[config.mk]
export PLATFORM = sky130hd
export DESIGN_NAME = tmr_chan
export DESIGN_NICKNAME = d
export VERILOG_FILES = /design/src/rtl/tmr_pkg.sv /design/src/rtl/tmr_regs.sv /design/src/rtl/tmr_count.sv /design/src/rtl/tmr_match.sv /design/src/rtl/tmr_wave.sv /design/src/rtl/tmr_chan.sv
export SDC_FILE = /design/constraint.sdc
export NUM_CORES = 1
export LEC_CHECK = 0
export BUFFER_PORTS_ARGS = -buffer_cell sky130_fd_sc_hd__buf_4
export CAP_MARGIN = 25
export CORE_AREA = 2 2 140 115
export CTS_CLUSTER_SIZE = 20
export DETAILED_ROUTE_END_ITERATION = 7
export DIE_AREA = 0 0 142 117
export PLACE_DENSITY_LB_ADDON = 0.3
export SLEW_MARGIN = 20
export SYNTH_ARGS = -nofsm -noshare
export SYNTH_HDL_FRONTEND = slang
export SYNTH_SLANG_ARGS = --single-unit
[constraint.sdc]
create_clock -name clk -period 3.5 [get_ports clk]
set_input_delay 0.7 -clock clk [delete_from_list [all_inputs] [get_ports clk]]
set_output_delay 0.7 -clock clk [all_outputs]
set_load 0.1 [all_outputs]
[src/rtl/tmr_pkg.sv]
package tmr_pkg;
  localparam int NMATCH  = 3;
  localparam int ST_W    = NMATCH + 2;
  localparam int CTRL_W  = 7;
  localparam int ADDR_W  = 3;
  localparam int ST_INTV = 0;
  localparam int ST_MAT0 = 1;
  localparam int ST_OVF  = NMATCH + 1;

  typedef enum logic [ADDR_W-1:0] {
    A_CTRL = 3'd0,
    A_INTV = 3'd1,
    A_MAT1 = 3'd2,
    A_MAT2 = 3'd3,
    A_MAT3 = 3'd4,
    A_IEN  = 3'd5,
    A_STAT = 3'd6,
    A_CNT  = 3'd7
  } reg_addr_e;

  // bit 6 down to bit 0
  typedef struct packed {
    logic pol;
    logic wave_off;
    logic restart;
    logic match_on;
    logic down;
    logic intv_mode;
    logic halt;
  } ctrl_t;

  localparam ctrl_t CTRL_RST = '{pol: 1'b0, wave_off: 1'b1, restart: 1'b0,
                                 match_on: 1'b0, down: 1'b0, intv_mode: 1'b0,
                                 halt: 1'b1};
endpackage

[src/rtl/tmr_regs.sv]
module tmr_regs
  import tmr_pkg::*;
#(
  parameter int CNT_W = 16
) (
  input  logic                        clk,
  input  logic                        rst_n,
  input  logic                        wr_en,
  input  logic                        rd_en,
  input  logic [ADDR_W-1:0]           addr,
  input  logic [CNT_W-1:0]            wdata,
  input  logic [CNT_W-1:0]            cnt,
  input  logic [ST_W-1:0]             evt,
  output ctrl_t                       ctrl,
  output logic [CNT_W-1:0]            intv,
  output logic [NMATCH-1:0][CNT_W-1:0] mat,
  output logic [ST_W-1:0]             ien,
  output logic [ST_W-1:0]             status,
  output logic [CNT_W-1:0]            rdata
);
  reg_addr_e        a;
  logic             rd_stat;
  logic [CNT_W-1:0] rd_mux;

  assign a       = reg_addr_e'(addr);
  assign rd_stat = rd_en && (a == A_STAT);

  always_ff @(posedge clk or negedge rst_n) begin
    if (!rst_n) begin
      ctrl   <= CTRL_RST;
      intv   <= '0;
      ien    <= '0;
      status <= '0;
      rdata  <= '0;
    end else begin
      if (wr_en && a == A_CTRL)
        ctrl <= ctrl_t'(wdata[CTRL_W-1:0]);
      else if (ctrl.restart)
        ctrl.restart <= 1'b0;
      if (wr_en && a == A_INTV) intv <= wdata;
      if (wr_en && a == A_IEN)  ien  <= wdata[ST_W-1:0];
      status <= (rd_stat ? '0 : status) | evt;
      if (rd_en) rdata <= rd_mux;
    end
  end

  for (genvar g = 0; g < NMATCH; g++) begin : g_mat
    localparam logic [ADDR_W-1:0] MY_ADDR = ADDR_W'(int'(A_MAT1) + g);
    always_ff @(posedge clk or negedge rst_n) begin
      if (!rst_n)                        mat[g] <= '0;
      else if (wr_en && addr == MY_ADDR) mat[g] <= wdata;
    end
  end

  always_comb begin
    case (a)
      A_CTRL:  rd_mux = {{(CNT_W-CTRL_W){1'b0}}, ctrl};
      A_INTV:  rd_mux = intv;
      A_MAT1:  rd_mux = mat[0];
      A_MAT2:  rd_mux = mat[1];
      A_MAT3:  rd_mux = mat[2];
      A_IEN:   rd_mux = {{(CNT_W-ST_W){1'b0}}, ien};
      A_STAT:  rd_mux = {{(CNT_W-ST_W){1'b0}}, status};
      A_CNT:   rd_mux = cnt;
      default: rd_mux = '0;
    endcase
  end
endmodule

[src/rtl/tmr_count.sv]
module tmr_count #(
  parameter int CNT_W = 16
) (
  input  logic             clk,
  input  logic             rst_n,
  input  logic             step,
  input  logic             restart,
  input  logic             down,
  input  logic             intv_mode,
  input  logic [CNT_W-1:0] intv,
  output logic [CNT_W-1:0] cnt,
  output logic [CNT_W-1:0] nxt,
  output logic             moved,
  output logic             wrap_evt
);
  localparam logic [CNT_W-1:0] TOP = '1;
  logic wrap;

  always_comb begin
    wrap = 1'b0;
    if (down) begin
      if (cnt == '0) begin
        wrap = 1'b1;
        nxt  = intv_mode ? intv : TOP;
      end else begin
        nxt = cnt - 1'b1;
      end
    end else begin
      if (intv_mode ? (cnt >= intv) : (cnt == TOP)) begin
        wrap = 1'b1;
        nxt  = '0;
      end else begin
        nxt = cnt + 1'b1;
      end
    end
  end

  assign moved    = step && !restart;
  assign wrap_evt = moved && wrap;

  always_ff @(posedge clk or negedge rst_n) begin
    if (!rst_n)       cnt <= '0;
    else if (restart) cnt <= '0;
    else if (step)    cnt <= nxt;
  end
endmodule

[src/rtl/tmr_match.sv]
module tmr_match #(
  parameter int CNT_W  = 16,
  parameter int NMATCH = 3
) (
  input  logic                         moved,
  input  logic                         match_on,
  input  logic [CNT_W-1:0]             nxt,
  input  logic [NMATCH-1:0][CNT_W-1:0] mat,
  output logic [NMATCH-1:0]            hit
);
  for (genvar g = 0; g < NMATCH; g++) begin : g_cmp
    assign hit[g] = moved && match_on && (nxt == mat[g]);
  end
endmodule

[src/rtl/tmr_wave.sv]
module tmr_wave (
  input  logic clk,
  input  logic rst_n,
  input  logic restart,
  input  logic set_act,
  input  logic clr_act,
  input  logic wave_off,
  input  logic pol,
  output logic wave
);
  logic act;

  always_ff @(posedge clk or negedge rst_n) begin
    if (!rst_n)                  act <= 1'b0;
    else if (restart || clr_act) act <= 1'b0;
    else if (set_act)            act <= 1'b1;
  end

  assign wave = !wave_off && (act ^ pol);
endmodule

[src/rtl/tmr_chan.sv]
module tmr_chan
  import tmr_pkg::*;
#(
  parameter int CNT_W = 16
) (
  input  logic             clk,
  input  logic             rst_n,
  input  logic             cnt_en,
  input  logic             wr_en,
  input  logic             rd_en,
  input  logic [2:0]       addr,
  input  logic [CNT_W-1:0] wdata,
  output logic [CNT_W-1:0] rdata,
  output logic             irq,
  output logic             wave
);
  ctrl_t                        ctrl_q;
  logic [CNT_W-1:0]             intv_q;
  logic [NMATCH-1:0][CNT_W-1:0] mat_q;
  logic [ST_W-1:0]              ien_q;
  logic [ST_W-1:0]              status_q;
  logic [ST_W-1:0]              evt;
  logic [CNT_W-1:0]             cnt_q;
  logic [CNT_W-1:0]             cnt_nxt;
  logic                         moved;
  logic                         wrap_evt;
  logic [NMATCH-1:0]            hit;
  logic                         step;

  assign step = cnt_en && !ctrl_q.halt;

  tmr_regs #(.CNT_W(CNT_W)) u_regs (
    .clk(clk), .rst_n(rst_n), .wr_en(wr_en), .rd_en(rd_en), .addr(addr),
    .wdata(wdata), .cnt(cnt_q), .evt(evt), .ctrl(ctrl_q), .intv(intv_q),
    .mat(mat_q), .ien(ien_q), .status(status_q), .rdata(rdata)
  );

  tmr_count #(.CNT_W(CNT_W)) u_count (
    .clk(clk), .rst_n(rst_n), .step(step), .restart(ctrl_q.restart),
    .down(ctrl_q.down), .intv_mode(ctrl_q.intv_mode), .intv(intv_q),
    .cnt(cnt_q), .nxt(cnt_nxt), .moved(moved), .wrap_evt(wrap_evt)
  );

  tmr_match #(.CNT_W(CNT_W), .NMATCH(NMATCH)) u_match (
    .moved(moved), .match_on(ctrl_q.match_on), .nxt(cnt_nxt), .mat(mat_q),
    .hit(hit)
  );

  tmr_wave u_wave (
    .clk(clk), .rst_n(rst_n), .restart(ctrl_q.restart), .set_act(hit[0]),
    .clr_act(wrap_evt), .wave_off(ctrl_q.wave_off), .pol(ctrl_q.pol),
    .wave(wave)
  );

  always_comb begin
    evt                          = '0;
    evt[ST_INTV]                 = wrap_evt && ctrl_q.intv_mode;
    evt[ST_OVF]                  = wrap_evt && !ctrl_q.intv_mode;
    evt[ST_MAT0 +: NMATCH]       = hit;
  end

  assign irq = |(status_q & ien_q);
endmodule

==> run_results.csv <==
group,metric,value,unit
floorplanning,floorplan.initialDensity,47.5,%
global_route,grt_usage,31.1,%
pwr,total_power,8020,uW
worst_hold_path,hold_class,"input port to async pin",
worst_setup_path,cpPeakStageDelay,560,ps
layout,multiInputGateArea,0.00415,mm2
pwr,power_density,900,mW/mm2
pwr,switching_power,3500,uW
floorplanning,boundaryPins,42,
pwr,share_seq_of_total_power,24.9,%
synthesis,synth.ff_latch_count,114,
clock_tree,clkSinkCount,114,
outcome,run_status,"completed",
synthesis,post_synth_and_or_nand_nor_area_fraction,13.6,%
pwr,power_leakage,0.00377,uW
clock_tree,ctsRootBufferMaster,"sky130_fd_sc_hd__clkbuf_16",
layout,layout.filler_cells,1300,
clock_tree,worst_skew_pair.late_latency,420,ps
floorplanning,core_region_area,0.0153,mm2
synthesis,postSynthNetCount,790,
worst_setup_path,crit_path_max_fanout,7,
floorplanning,design.die.area,0.0166,mm2
clock_tree,numCtsBuffers,17,
timing,min_period_over_period,97.3,%
floorplanning,rows,41,
timing,worst_relative_slew_slack,49.5,%
timing,timing.fmax,294,MHz
layout,final_net_count,874,
pwr,power.combinational.fraction,52.7,%
global_route,antenna_found_initial,0,
placed_design,post_placement_cell_area,0.00809,mm2
layout,antenna_cells,0,
timing,fin_crit,3410,ps
clock_tree,cts-htree-levels,4,
clock_tree,clk_pin_slew_worst_paths,50,ps
layout,layout-area-overhead-vs-synth,22.3,%
timing,setup_total_negative_slack,0,ps
timing,timing.final.setup_violations,0,
placed_design,io_buffers,41,
detailed_routing,initialDrtViolationCount,788,
clock_tree,clock_tree_from_tritoncts,"done",
worst_setup_path,setup.worst_path.end_class,"register",
synthesis,asyncSetResetFlopFracSynth,100,%
pwr,vdd_ir_drop_max,0.000528,V
worst_setup_path,worstPathRequired,3830,ps
worst_setup_path,cells_along_the_critical_path,"buf_4, and4_1, nand2_1, xnor2_1, mux2_2, a221oi_1, o221ai_1, nor4_1, nand4_1, a211oi_2",
timing,fin_ws,94.4,ps
worst_setup_path,path_class,"register to register",
synthesis,synth_xor_xnor_area_share,7.82,%
synthesis,synth.yosys.seq_area_share,39.2,%
detailed_routing,ant_nets,0,
synthesis,syn-mean-instance-area,9.74,um2
synthesis,synth_edf_count,0,
worst_setup_path,timing.critical_path.arrival,3730,ps
global_route,first_global_vias,6454,
layout,layout-drive-gt1-share,30.6,%
timing,finalMaxSlewViolations,0,
clock_tree,ctsLongestPathBuffers,2,
flow_run,cap_viol_max_count,0,
synthesis,dominantRegCellSynth,"sky130_fd_sc_hd__dfrtp_1",
synthesis,synth.yosys.warnings,0,
synthesis,mappedNetlistArea,0.00728,mm2
detailed_routing,drt_pass1_iterations,6,
global_route,globalRoute.totalOverflow,0,
layout,seqCellArea,0.00286,mm2
worst_setup_path,critPathLaunchType,"register",
synthesis,synthCells,747,
floorplanning,die_height,117,um
synthesis,synth_compound_area_share,17.4,%
floorplanning,die_width,142,um
synthesis,synth_top_family_by_area,"compound AO/OA/AOI/OAI gates",
placed_design,place_hpwl,18300,um
global_route,grt_first_pass_wirelength,38600,um
timing,hold_ws,354,ps
detailed_routing,route.detailed.vias_per_inst,6.47,
timing,clock-skew-final,8.86,ps
placed_design,place_ws,-152,ps
detailed_routing,detailroute.via_count,6710,
pwr,cell_internal_pwr,4520,uW
detailed_routing,finalWirelength,24800,um
placed_design,globalplace.congestion,0.980,
synthesis,synthAdderAreaFrac,3.27,%
timing,worst-slew-pin-transition,755,ps
detailed_routing,detail_route.drc_violations,0,
pwr,power_switching_share,43.7,%
worst_setup_path,timing.critical_path.slowest_stage_cell,"sky130_fd_sc_hd__dfrtp_1",
synthesis,ys_types,75,
synthesis,post_synth_mux_area_share,13.6,%
detailed_routing,post_drt_wl_per_cell,23.9,um
layout,final_area,0.00890,mm2
timing,hold_violations,0,
global_route,grt_max_degree,59,
pwr,power.share.clock,22.4,%
## area by class of cell
cell class	count	share of cell area (%)
Tap cell	193	2.71
Multi-Input combinational cell	544	46.7
Clock inverter	8	1.42
Timing Repair Buffer	118	10.1
Sequential cell	114	32.1
Clock buffer	24	5.52
Inverter	36	1.52
## synthesized netlist by cell type, types with 3 or more instances
master                       n  area, um2
sky130_fd_sc_hd__o221ai_1    3       26.3
sky130_fd_sc_hd__and4_1      3       26.3
sky130_fd_sc_hd__nor2_1     36        135
sky130_fd_sc_hd__a22o_1      9       78.8
sky130_fd_sc_hd__inv_1      36        135
sky130_fd_sc_hd__o21a_1      4       30.0
sky130_fd_sc_hd__xnor2_1    41        359
sky130_fd_sc_hd__a211oi_1    3       22.5
sky130_fd_sc_hd__xor2_1     24        210
sky130_fd_sc_hd__buf_2       9       45.0
sky130_fd_sc_hd__and2_1      3       18.8
sky130_fd_sc_hd__nor3b_1     3       22.5
sky130_fd_sc_hd__o21ai_0    52        260
sky130_fd_sc_hd__nor3_1     13       65.1
sky130_fd_sc_hd__nand3_1    16       80.1
sky130_fd_sc_hd__nand4_1    16        100
sky130_fd_sc_hd__a21oi_1    40        200
sky130_fd_sc_hd__clkbuf_1   34        128
sky130_fd_sc_hd__ha_1       19        238
sky130_fd_sc_hd__o211ai_1   10       75.1
sky130_fd_sc_hd__nor4_2      3       37.5
sky130_fd_sc_hd__nand2_1    55        206
sky130_fd_sc_hd__o22ai_1     4       25.0
sky130_fd_sc_hd__and3_1      5       31.3
sky130_fd_sc_hd__or4_1       5       37.5
sky130_fd_sc_hd__a221oi_1   12        105
sky130_fd_sc_hd__o31ai_1    11       82.6
sky130_fd_sc_hd__buf_1       5       18.8
sky130_fd_sc_hd__mux2i_1    12        120
sky130_fd_sc_hd__a31oi_1    10       62.6
sky130_fd_sc_hd__mux4_2      4       90.1
sky130_fd_sc_hd__dfrtp_1   112       2800
sky130_fd_sc_hd__mux2_2     69        777
sky130_fd_sc_hd__nor4_1     11       68.8
## critical path: cells and delay by family (launching register included)
family          cells  cell delay (ps)
compound gates      3              780
xor+xnor            1              330
buf+inv             1              230
flops               1              560
mux                 1              380
simple gates        4             1050
## layer usage
metal / GRT usage, % / vias to the layer above / routed length (um)
li1: - / 2903 / -
met4: 9.27 / 0 / 527
met3: 7.85 / 51 / 2790
met1: 44.8 / 3317 / 10800
met5: 0 / - / 0
met2: 46.4 / 439 / 10800
## cells in the final DEF (no fill, tap or decap), types with 3 or more instances in the layout
master                       count
sky130_fd_sc_hd__buf_4         117
sky130_fd_sc_hd__dfrtp_1       111
sky130_fd_sc_hd__mux2_2         69
sky130_fd_sc_hd__nand2_1        55
sky130_fd_sc_hd__o21ai_0        52
sky130_fd_sc_hd__xnor2_1        41
sky130_fd_sc_hd__a21oi_1        40
sky130_fd_sc_hd__inv_1          36
sky130_fd_sc_hd__nor2_1         36
sky130_fd_sc_hd__xor2_1         24
sky130_fd_sc_hd__ha_1           19
sky130_fd_sc_hd__clkbuf_16      17
sky130_fd_sc_hd__nand4_1        16
sky130_fd_sc_hd__nand3_1        15
sky130_fd_sc_hd__mux2i_1        12
sky130_fd_sc_hd__a221oi_1       12
sky130_fd_sc_hd__o31ai_1        11
sky130_fd_sc_hd__o211ai_1       10
sky130_fd_sc_hd__nor3_1         10
sky130_fd_sc_hd__nor4_1          9
sky130_fd_sc_hd__a22o_1          9
sky130_fd_sc_hd__a31oi_1         6
sky130_fd_sc_hd__and3_1          5
sky130_fd_sc_hd__or4_1           4
sky130_fd_sc_hd__o21a_1          4
sky130_fd_sc_hd__nor4_2          4
sky130_fd_sc_hd__mux4_2          4
sky130_fd_sc_hd__clkbuf_8        4
sky130_fd_sc_hd__and2_1          3
sky130_fd_sc_hd__and4_1          3
sky130_fd_sc_hd__nor4_4          3
sky130_fd_sc_hd__nor3_2          3
sky130_fd_sc_hd__o221ai_1        3
sky130_fd_sc_hd__nor3b_1         3
sky130_fd_sc_hd__a31oi_2         3
sky130_fd_sc_hd__o22ai_1         3
sky130_fd_sc_hd__clkinvlp_4      3
sky130_fd_sc_hd__bufinv_16       3
sky130_fd_sc_hd__clkbuf_1        3
## power groups by stage
stage / Sequential, uW / Combinational (uW) / Clock (uW)
after floorplan: 2150 / 2340 / 0
after detailed placement: 2000 / 3890 / 0
after CTS: 1980 / 3980 / 1810
after global placement: 1980 / 3880 / 0
after global routing: 2030 / 4470 / 1880
final: 2000 / 4230 / 1790
## metrics by stage
stage | std cells | utilization (%)
after detailed placement | 991 | 52.8
after CTS | 1025 | 57.1
after floorplan | 747 | -
final | 1037 | 58.0
after global routing | 1037 | 58.0
after global placement | 991 | 52.8
## path summary, 6_finish.rpt
kind	depth (start not counted)	endpoint	slack, ps	start
setup / recovery	10	u_wave.act$_DFFE_PN0P_	90	u_count.cnt[4]$_DFFE_PN0P_
hold / removal	1	u_regs.ien[1]$_DFFE_PN0P_	350	rst_n
setup reg to reg	10	u_wave.act$_DFFE_PN0P_	90	u_count.cnt[4]$_DFFE_PN0P_
hold reg to reg	1	u_regs.rdata[11]$_DFFE_PN0P_	510	u_regs.rdata[11]$_DFFE_PN0P_
max in group asynchronous	2	u_count.cnt[7]$_DFFE_PN0P_	2360	rst_n
min in group clk	1	u_regs.rdata[11]$_DFFE_PN0P_	510	u_regs.rdata[11]$_DFFE_PN0P_
## state kept, by name, summed over array words and instances, names as in the netlist
| name | cells |
|---|---|
| u_regs.intv | 16 |
| u_regs.mat | 48 |
| u_regs.status | 5 |
| u_wave.act | 1 |
| u_regs.ien | 5 |
| u_count.cnt | 16 |
| u_regs.ctrl | 7 |
| u_regs.rdata | 16 |
## logic make-up (layout without fill, tap and decap cells)
kind of cell | count (synthesis) | in the layout
AOI/OAI and AO/OA | 188 | 188
buffers and inverters | 89 | 186
and+or+nand+nor | 187 | 187
DFF | 114 | 114
muxes | 85 | 85
adders and majority gates | 19 | 19
xor gates and xnor gates | 65 | 65
## repair_timing
action | CTS | global route
setup buffers | 2 | 12
pin swaps | 1 | 6
gates resized for setup | 5 | 10
setup endpoints to repair | 3 | 3
hold buffers | 0 | 0
No activity file was read; power rests on OpenSTA's default activity.
